===== src/rtl/dp_pkg.sv =====
package dp_pkg;

   // number of live operands at a given adder-tree level
   function automatic int nodes_at(input int n, input int lvl);
      return (n + (1 << lvl) - 1) >> lvl;
   endfunction

   function automatic int max_i(input int a, input int b);
      return (a > b) ? a : b;
   endfunction

endpackage


===== src/rtl/dp_mul_bank.sv =====
module dp_mul_bank #(
   parameter int LANES = 9,
   parameter int AW    = 8,
   parameter int WW    = 8,
   parameter int SBW   = 16,
   localparam int PW   = AW + WW
) (
   input  logic                  clk,
   input  logic                  rst,
   input  logic                  vld_i,
   input  logic [LANES*AW-1:0]   act_i,
   input  logic [LANES*WW-1:0]   wgt_i,
   input  logic [SBW-1:0]        sb_i,
   output logic                  vld_o,
   output logic [LANES*PW-1:0]   prod_o,
   output logic [SBW-1:0]        sb_o
);

   always_ff @(posedge clk) begin
      for (int i = 0; i < LANES; i++) begin
         prod_o[i*PW +: PW] <= PW'($signed(act_i[i*AW +: AW]) * $signed(wgt_i[i*WW +: WW]));
      end
      sb_o <= sb_i;
   end

   always_ff @(posedge clk) begin
      if (rst) vld_o <= 1'b0;
      else     vld_o <= vld_i;
   end

endmodule


===== src/rtl/dp_add_tree.sv =====
module dp_add_tree #(
   parameter int LANES = 9,
   parameter int IW    = 16,
   parameter int SBW   = 16,
   localparam int LVLS = $clog2(LANES),
   localparam int OW   = IW + LVLS
) (
   input  logic                     clk,
   input  logic                     rst,
   input  logic                     vld_i,
   input  logic [LANES*IW-1:0]      opd_i,
   input  logic [SBW-1:0]           sb_i,
   output logic                     vld_o,
   output logic signed [OW-1:0]     sum_o,
   output logic [SBW-1:0]           sb_o
);

   for (genvar l = 0; l <= LVLS; l++) begin : g_lvl
      localparam int CNT = dp_pkg::nodes_at(LANES, l);
      logic signed [OW-1:0] node [CNT];
      logic [SBW-1:0]       sb;
      logic                 v;

      if (l == 0) begin : g_src
         always_comb begin
            for (int i = 0; i < CNT; i++) begin
               node[i] = OW'($signed(opd_i[i*IW +: IW]));
            end
         end
         assign sb = sb_i;
         assign v  = vld_i;
      end else begin : g_add
         localparam int PREV = dp_pkg::nodes_at(LANES, l - 1);
         always_ff @(posedge clk) begin
            for (int i = 0; i < CNT; i++) begin
               if (2*i + 1 < PREV) node[i] <= g_lvl[l-1].node[2*i] + g_lvl[l-1].node[2*i+1];
               else                node[i] <= g_lvl[l-1].node[2*i];   // odd operand rides along
            end
            sb <= g_lvl[l-1].sb;
         end
         always_ff @(posedge clk) begin
            if (rst) v <= 1'b0;
            else     v <= g_lvl[l-1].v;
         end
      end
   end

   assign sum_o = g_lvl[LVLS].node[0];
   assign sb_o  = g_lvl[LVLS].sb;
   assign vld_o = g_lvl[LVLS].v;

endmodule


===== src/rtl/dp_bias_relu.sv =====
module dp_bias_relu #(
   parameter int SW = 20,
   parameter int BW = 16,
   parameter int OW = 16,
   localparam int XW = dp_pkg::max_i(dp_pkg::max_i(SW, BW) + 1, OW + 1)
) (
   input  logic                 clk,
   input  logic                 rst,
   input  logic                 vld_i,
   input  logic signed [SW-1:0] sum_i,
   input  logic [BW-1:0]        bias_i,
   output logic                 vld_o,
   output logic [OW-1:0]        res_o
);

   localparam logic signed [OW:0] LIMIT = {1'b0, {OW{1'b1}}};

   logic signed [XW-1:0] total;

   always_comb begin
      total = XW'(sum_i) + XW'($signed(bias_i));
   end

   always_ff @(posedge clk) begin
      if (total < 0)          res_o <= '0;
      else if (total > LIMIT) res_o <= {OW{1'b1}};
      else                    res_o <= total[OW-1:0];
   end

   always_ff @(posedge clk) begin
      if (rst) vld_o <= 1'b0;
      else     vld_o <= vld_i;
   end

endmodule


===== src/rtl/dotprod_pipe.sv =====
module dotprod_pipe #(
   parameter int LANES = 9,
   parameter int AW    = 8,
   parameter int WW    = 8,
   parameter int BW    = 16,
   parameter int OW    = 16
) (
   input  logic                clk,
   input  logic                rst,
   input  logic                in_vld,
   input  logic [LANES*AW-1:0] in_act,
   input  logic [LANES*WW-1:0] in_wgt,
   input  logic [BW-1:0]       in_bias,
   output logic                out_vld,
   output logic [OW-1:0]       out_data
);

   localparam int PW   = AW + WW;
   localparam int LVLS = $clog2(LANES);
   localparam int SW   = PW + LVLS;

   if (LANES < 1) begin : g_bad_lanes
      $error("dotprod_pipe: LANES must be at least 1");
   end
   if (AW < 2 || WW < 2) begin : g_bad_width
      $error("dotprod_pipe: operand widths must be at least 2");
   end
   if (BW < 1 || OW < 1) begin : g_bad_out
      $error("dotprod_pipe: bias and output widths must be positive");
   end

   // capture stage
   logic                ld_vld;
   logic [LANES*AW-1:0] ld_act;
   logic [LANES*WW-1:0] ld_wgt;
   logic [BW-1:0]       ld_bias;

   always_ff @(posedge clk) begin
      ld_act  <= in_act;
      ld_wgt  <= in_wgt;
      ld_bias <= in_bias;
   end

   always_ff @(posedge clk) begin
      if (rst) ld_vld <= 1'b0;
      else     ld_vld <= in_vld;
   end

   // multiply stage
   logic                mul_vld;
   logic [LANES*PW-1:0] mul_prod;
   logic [BW-1:0]       mul_bias;

   dp_mul_bank #(.LANES(LANES), .AW(AW), .WW(WW), .SBW(BW)) u_mul (
      .clk   (clk),
      .rst   (rst),
      .vld_i (ld_vld),
      .act_i (ld_act),
      .wgt_i (ld_wgt),
      .sb_i  (ld_bias),
      .vld_o (mul_vld),
      .prod_o(mul_prod),
      .sb_o  (mul_bias)
   );

   // reduction tree
   logic                 tr_vld;
   logic signed [SW-1:0] tr_sum;
   logic [BW-1:0]        tr_bias;

   dp_add_tree #(.LANES(LANES), .IW(PW), .SBW(BW)) u_tree (
      .clk  (clk),
      .rst  (rst),
      .vld_i(mul_vld),
      .opd_i(mul_prod),
      .sb_i (mul_bias),
      .vld_o(tr_vld),
      .sum_o(tr_sum),
      .sb_o (tr_bias)
   );

   // bias, rectifier, clamp
   dp_bias_relu #(.SW(SW), .BW(BW), .OW(OW)) u_fin (
      .clk   (clk),
      .rst   (rst),
      .vld_i (tr_vld),
      .sum_i (tr_sum),
      .bias_i(tr_bias),
      .vld_o (out_vld),
      .res_o (out_data)
   );

endmodule


===== config.mk =====
export PLATFORM = sky130hd
export DESIGN_NAME = dotprod_pipe
export DESIGN_NICKNAME = d
export VERILOG_FILES = /design/src/rtl/dp_pkg.sv /design/src/rtl/dp_mul_bank.sv /design/src/rtl/dp_add_tree.sv /design/src/rtl/dp_bias_relu.sv /design/src/rtl/dotprod_pipe.sv
export SDC_FILE = /design/constraint.sdc
export NUM_CORES = 2
export LEC_CHECK = 0
export ABC_AREA = 1
export BUFFER_PORTS_ARGS = -buffer_cell sky130_fd_sc_hd__buf_2
export CAP_MARGIN = 10
export CORE_MARGIN = 2
export CORE_UTILIZATION = 64
export DETAILED_ROUTE_END_ITERATION = 16
export GPL_TIMING_DRIVEN = 0
export HOLD_SLACK_MARGIN = 0.15
export PLACE_DENSITY = 0.94
export SETUP_SLACK_MARGIN = 0.1
export SYNTH_ARGS = -nofsm -noshare
export SYNTH_HDL_FRONTEND = slang
export SYNTH_SLANG_ARGS = --single-unit

===== constraint.sdc =====
create_clock -name clk -period 6.1 [get_ports clk]
set_input_delay 0.915 -clock clk [delete_from_list [all_inputs] [get_ports clk]]
set_output_delay 0.915 -clock clk [all_outputs]
set_load 0.01 [all_outputs]

======== After elaboration in Yosys (flattened, before gate mapping) ========
Memory sizes are Yosys's and may differ from the RTL's.
Cells that the tools add are included.
operators by class
  add/sub/neg operators ................... 9
  multiply operators ...................... 9
  div/mod/pow operators ................... 0
  $lt $le $gt $ge ......................... 2
  equal/unequal tests ..................... 0
  shift-type cells ........................ 0
  mux-type cells .......................... 1
  bitwise gates (word level) .............. 0
  reductions and logical operators ........ 0
operators with widths
  kind                    number
  $mul A8 B8 Y16          9
  $add A20 B20 Y20        4
  $add A16 B16 Y17        4
  $add A20 B16 Y21        1
  $gt A21 B17 Y1 const B  1
  $lt A21 B1 Y1 const B   1
  $mux W16                1
word-level totals
  flip-flop bits (word level) ............. 407
  latch bits .............................. 0
  bits in writable memories ............... 220
  memory bits (read-only) ................. 0
  input bits .............................. 163
  output and inout bits ................... 17
  word-level logic and storage cells ...... 42
  memories kept ........................... 4
memory list
  memory                depth  width  read ports  clocked after memory_dff  wr ports  RTL line           RTL
  u_tree.g_lvl[1].node  5      20     5           0                         5         dp_add_tree.sv:20  logic signed [OW-1:0] node [CNT];
  u_tree.g_lvl[2].node  3      20     3           0                         3         dp_add_tree.sv:20
  u_tree.g_lvl[3].node  2      20     2           0                         2         dp_add_tree.sv:20
  u_tree.g_lvl[4].node  1      20     1           0                         1         dp_add_tree.sv:20

======== Depth between registers and ports, before layout ========
  word-level depth ........................ 3
  gate-level depth with buffers ........... 21
  mapped depth without buffers ............ 20

======== By module ========
From an unflattened synthesis, not the netlist that was laid out.
second synthesis, totals
  cell total of the unflattened synthesis .. 5886
  area total of the unflattened synthesis .. 45991.6 µm²
modules (own cells, without submodules)
  module        instances  cells each  area an instance (µm²)  sequential area each (µm²)
  dp_mul_bank   1          3666        27747.9                 3223.1
  dp_add_tree   1          1756        13143.9                 5285.1
  dotprod_pipe  1          163         3233.1                  3223.1
  dp_bias_relu  1          301         1866.8                  340.3

======== Worst setup path after synthesis ========
Ideal clock, no wire load.
  path type ............................... reg-to-reg
  start point ............................. register ld_act[48]
  end point ............................... register u_mul.prod_o[108]
  setup time .............................. 120 ps
  data arrival time ....................... 3825 ps
  data required time ...................... 5980 ps
  setup slack ............................. 2156 ps
  stages on the path, launching flop included .. 18
  path buffers ............................ 1
  period minus slack after synthesis ...... 3944 ps
  cells stage by stage .................... dfxtp_1 -> clkbuf_1 -> or2_2 -> fa_1 -> fa_1 -> inv_1 -> fa_1 -> inv_1 -> fa_1 -> inv_1 -> ha_1 -> a21oi_1 -> o21ai_0 -> a21oi_1 -> nor2_1 -> o21ai_0 -> nand2_1 -> xor2_1
on the way
  cells in the longest elaborated chain, start to end .. 1
RTL lines
  element                         RTL line            RTL
  start: declaration              dotprod_pipe.sv:34  logic [LANES*AW-1:0] ld_act;
  start signal: assignment        dotprod_pipe.sv:39  ld_act <= in_act;
  $mul A8 B8 Y16                  dp_mul_bank.sv:21   prod_o[i*PW +: PW] <= PW'($signed(act_i[i*AW +: AW]) * $signed(wgt_i[i*WW +: WW]));
  end signal: indexed assignment  dp_mul_bank.sv:21
  end: declaration                dp_mul_bank.sv:15   output logic [LANES*PW-1:0] prod_o,
Every way passes these cells.
A chain may end at the register's enable or synchronous reset.

======== Worst setup path after layout ========
  start point ............................. register ld_wgt[58]
  end point ............................... register u_mul.prod_o[126]
on the way
  cells in the longest elaborated chain, start to end .. 1
RTL lines
  element                   RTL line            RTL
  start: declaration        dotprod_pipe.sv:35  logic [LANES*WW-1:0] ld_wgt;
  start signal: assignment  dotprod_pipe.sv:40  ld_wgt <= in_wgt;
  $mul A8 B8 Y16            dp_mul_bank.sv:21
Every way passes these cells.

==> impl_metrics.tcl <==
set metrics [dict create \
    status "finished clean" \
    track_usage_pct 28.8 \
    cts_resized 0 \
    wirelength_um 97400 \
    post-route-util_pct 71.0 \
    cts_buffers 66 \
    max_freq_mhz 210 \
    cts_setup_buffers 0 \
    syn_nets 6161 \
    layout-drive-gt1-share_pct 6.12 \
    holdCritPathClass "reg -> reg" \
    ant_nets 0 \
    swShare_pct 46.1 \
    max_stage_delay_ns 0.67 \
    mostFrequentLayoutCell "inv_1" \
    yosysWarningCount 0 \
    yosysTopAreaCellShare_pct 27.8 \
    dr.pass1.iters 8 \
    finalSetupTns_ns 0 \
    hold_viol 0 \
    clk_pin_slew_worst_paths_ns 0.07 \
    viasPerCell 5.25 \
    cp.arrival_ns 5.27 \
    worst_ir_drop_vdd_mv 0.256 \
    grt_pass1_vias 35289 \
    path_max_fanout 8 \
    syn_inst 5077 \
    synthArstFlopShare_pct 0 \
    clockPowerShare_pct 16.5 \
    crit_path_frequent_cell "fa_1" \
    start_kind "flop" \
    io_pins 180 \
    cap_violations 0 \
    wl_per_cell_um 15.6 \
    end_kind "flop" \
    synth_cell_type_count 41 \
    synth_area_leader_cell "dfxtp_1" \
    final_nets 6408 \
    synth_seq_area_share_pct 27.8 \
    power_density_mw_per_mm2 546 \
    skew_ns 0.0353 \
    setup_viol_count_final 0 \
    fin_crit_ns 4.76 \
    p_int_mw 14.0 \
    ctsHoldBuffers 0 \
    crit_path_top_delay_cell "fa_1" \
    grt_overflow 0 \
    crit_chain "clkbuf_1 > nand2_1 > fa_1 > fa_1 > inv_1 > fa_1 > inv_1 > fa_1 > inv_1 > ha_1 > nand2_1 > a21oi_1 > a211oi_1 > nand3_1 > xor2_1" \
    grt_pass1_wl_um 164000 \
    hpwl_um 74000 \
    place_congestion 0.926 \
    htree_levels 3 \
    cts-root-buf "clkbuf_16" \
    relSlewSlack_pct 51.7 \
    cts_tree "yes" \
    path_delay_family "adder cells" \
    fin_crit_sh_pct 78.1 \
    crit_type "reg -> reg" \
    design.die.area_mm2 0.0698 \
    clk_path_buf_depth 3 \
    combPwrFrac_pct 60.6 \
    cp.required_ns 6.61 \
    insertion_delay_ns 0.62 \
    syn_avg_cell_area_um2 8.54 \
    io_buffers 179 \
    syn-cell-area_mm2 0.0434 \
    drv_slew 0 \
    tightest_slew_ns 0.717 \
    areaGrowthSynthToFinish_pct 10.1 \
    grt_antenna_before_repair 2 \
    die_x_um 264 \
    power_leakage_nw 26.8 \
    initialDrtViolationCount 2204 \
    cts.sinks 603 \
    route.detailed.drc 0 \
    ys_top_cells_by_area "dfxtp_1, fa_1, ha_1, inv_1, nand2_1" \
    rows 95 \
    critPathBufInv 4 \
    start_util_pct 64.6 \
    timing.hold.ws_ns 0.314 \
    mostFrequentLayoutCells "inv_1, nand2_1, dfxtp_1" \
    rsz0062_at_grt "no" \
    power.switching_mw 12.0 \
    ys.flop_type "dfxtp_1" \
    power_frac_seq_pct 23.0 \
    design.core.area_mm2 0.0672 \
    synth_enable_flop_cells 0 \
    num_vias 32771 \
    grt_max_degree 16 \
    ys_seq_elements 603 \
    die_h_um 264 \
]
[cells by family (layout without fill, tap and decap cells)]
kind of cell               Yosys count  count (layout)  synth area share [%]
buffers and inverters             1506            1803                  13.1
and+or+nand+nor                   1331            1331                  12.4
adders and majority gates          921             921                  35.3
DFF                                603             603                  27.8
AOI/OAI and AO/OA                  432             432                  5.64
xor gates and xnor gates           284             284                  5.75
other                                0               1                     0
[per-stage QoR]
step,power [mW],area (um2),setup WS [ns],std cells
floorplan,17.4,43400,2.16,5077
global placement,20.5,45300,1.65,6129
detailed placement,21.2,45300,1.60,6129
CTS,25.9,47700,1.44,6247
global route,28.2,47700,1.10,6247
finish,26.1,47700,1.34,6248
[worst register-to-register path, cell delays in order (launching register included)]
cell and delay, ns:
dfxtp_1 0.31, clkbuf_1 0.46, nand2_1 0.26, fa_1 0.67, fa_1 0.55, inv_1 0.08
fa_1 0.50, inv_1 0.06, fa_1 0.49, inv_1 0.05, ha_1 0.34, nand2_1 0.13
a21oi_1 0.09, a211oi_1 0.29, nand3_1 0.14, xor2_1 0.25
[power groups by stage]
| stage | logic (mW) | registers [mW] | clock network (mW) |
|---|---|---|---|
| after floorplan | 11.7 | 5.79 | 0 |
| after global placement | 14.5 | 6.00 | 0 |
| after detailed placement | 15.1 | 6.03 | 0 |
| after CTS | 15.6 | 5.97 | 4.34 |
| after global routing | 17.7 | 6.05 | 4.47 |
| final | 15.8 | 5.98 | 4.29 |
[layout make-up]
cell class                      instances  area, um2
Multi-Input combinational cell       2968      25600
Fill cell                            4478      19400
Sequential cell                       603      12100
Inverter                             1367       5130
Clock buffer                           83       1810
Tap cell                              873       1090
Timing Repair Buffer                  179        896
Clock inverter                         35        564
Buffer                                139        544
Antenna cell                            1       2.50
[synthesized netlist by cell type (3+ instances only)]
master and count:
o211ai_1 3, or2_2 9, fa_1 504, ha_1 417, o2111ai_1 10, a21oi_1 221
o21ai_0 97, buf_6 3, nor2_1 180, a21o_1 19, a21boi_0 15, nand2_2 8
nand2_1 946, xnor2_1 125, o31ai_1 13, nor2_4 3, nand3_1 130, o21bai_1 17
and2_1 5, clkbuf_1 136, dfxtp_1 603, nand4_1 16, inv_2 6, o21ai_1 8
inv_1 1361, o211a_1 3, xor2_1 158, a211oi_1 6, a31oi_1 13, nor3_1 20
nand3_2 5, nand3b_1 4
[metal layers]
layer	global-route usage, %	wire (um)	vias up	share of wire [%]
li1	-	-	15491	-
met1	34.7	38600	15628	40
met2	50.7	48700	1287	50
met3	4.83	5670	363	5.8
met4	13.1	4380	2	4.5
met5	0	8	-	0.0082
[registers in the layout, summed over array words and instances, names as in the netlist, 16 cells and up]
register and cells:
ld_act 72, ld_bias 16, ld_wgt 72, u_fin.res_o 16
u_mul.prod_o 144, u_mul.sb_o 16, u_tree.g_lvl.node 196, u_tree.g_lvl.sb 48
u_tree.sb_o 16
[final timing paths]
path / startpoint / endpoint / slack (ns) / cells after the start
setup / recovery: ld_wgt[58] / u_mul.prod_o[126] / 1.34 / 15
hold / removal: u_tree.g_lvl[1].node[0][86] / u_tree.g_lvl[2].node[0][46] / 0.31 / 0
setup reg to reg: ld_wgt[58] / u_mul.prod_o[126] / 1.34 / 15
hold reg to reg: u_tree.g_lvl[1].node[0][86] / u_tree.g_lvl[2].node[0][46] / 0.31 / 0
Power figures use the tool's default switching activity.
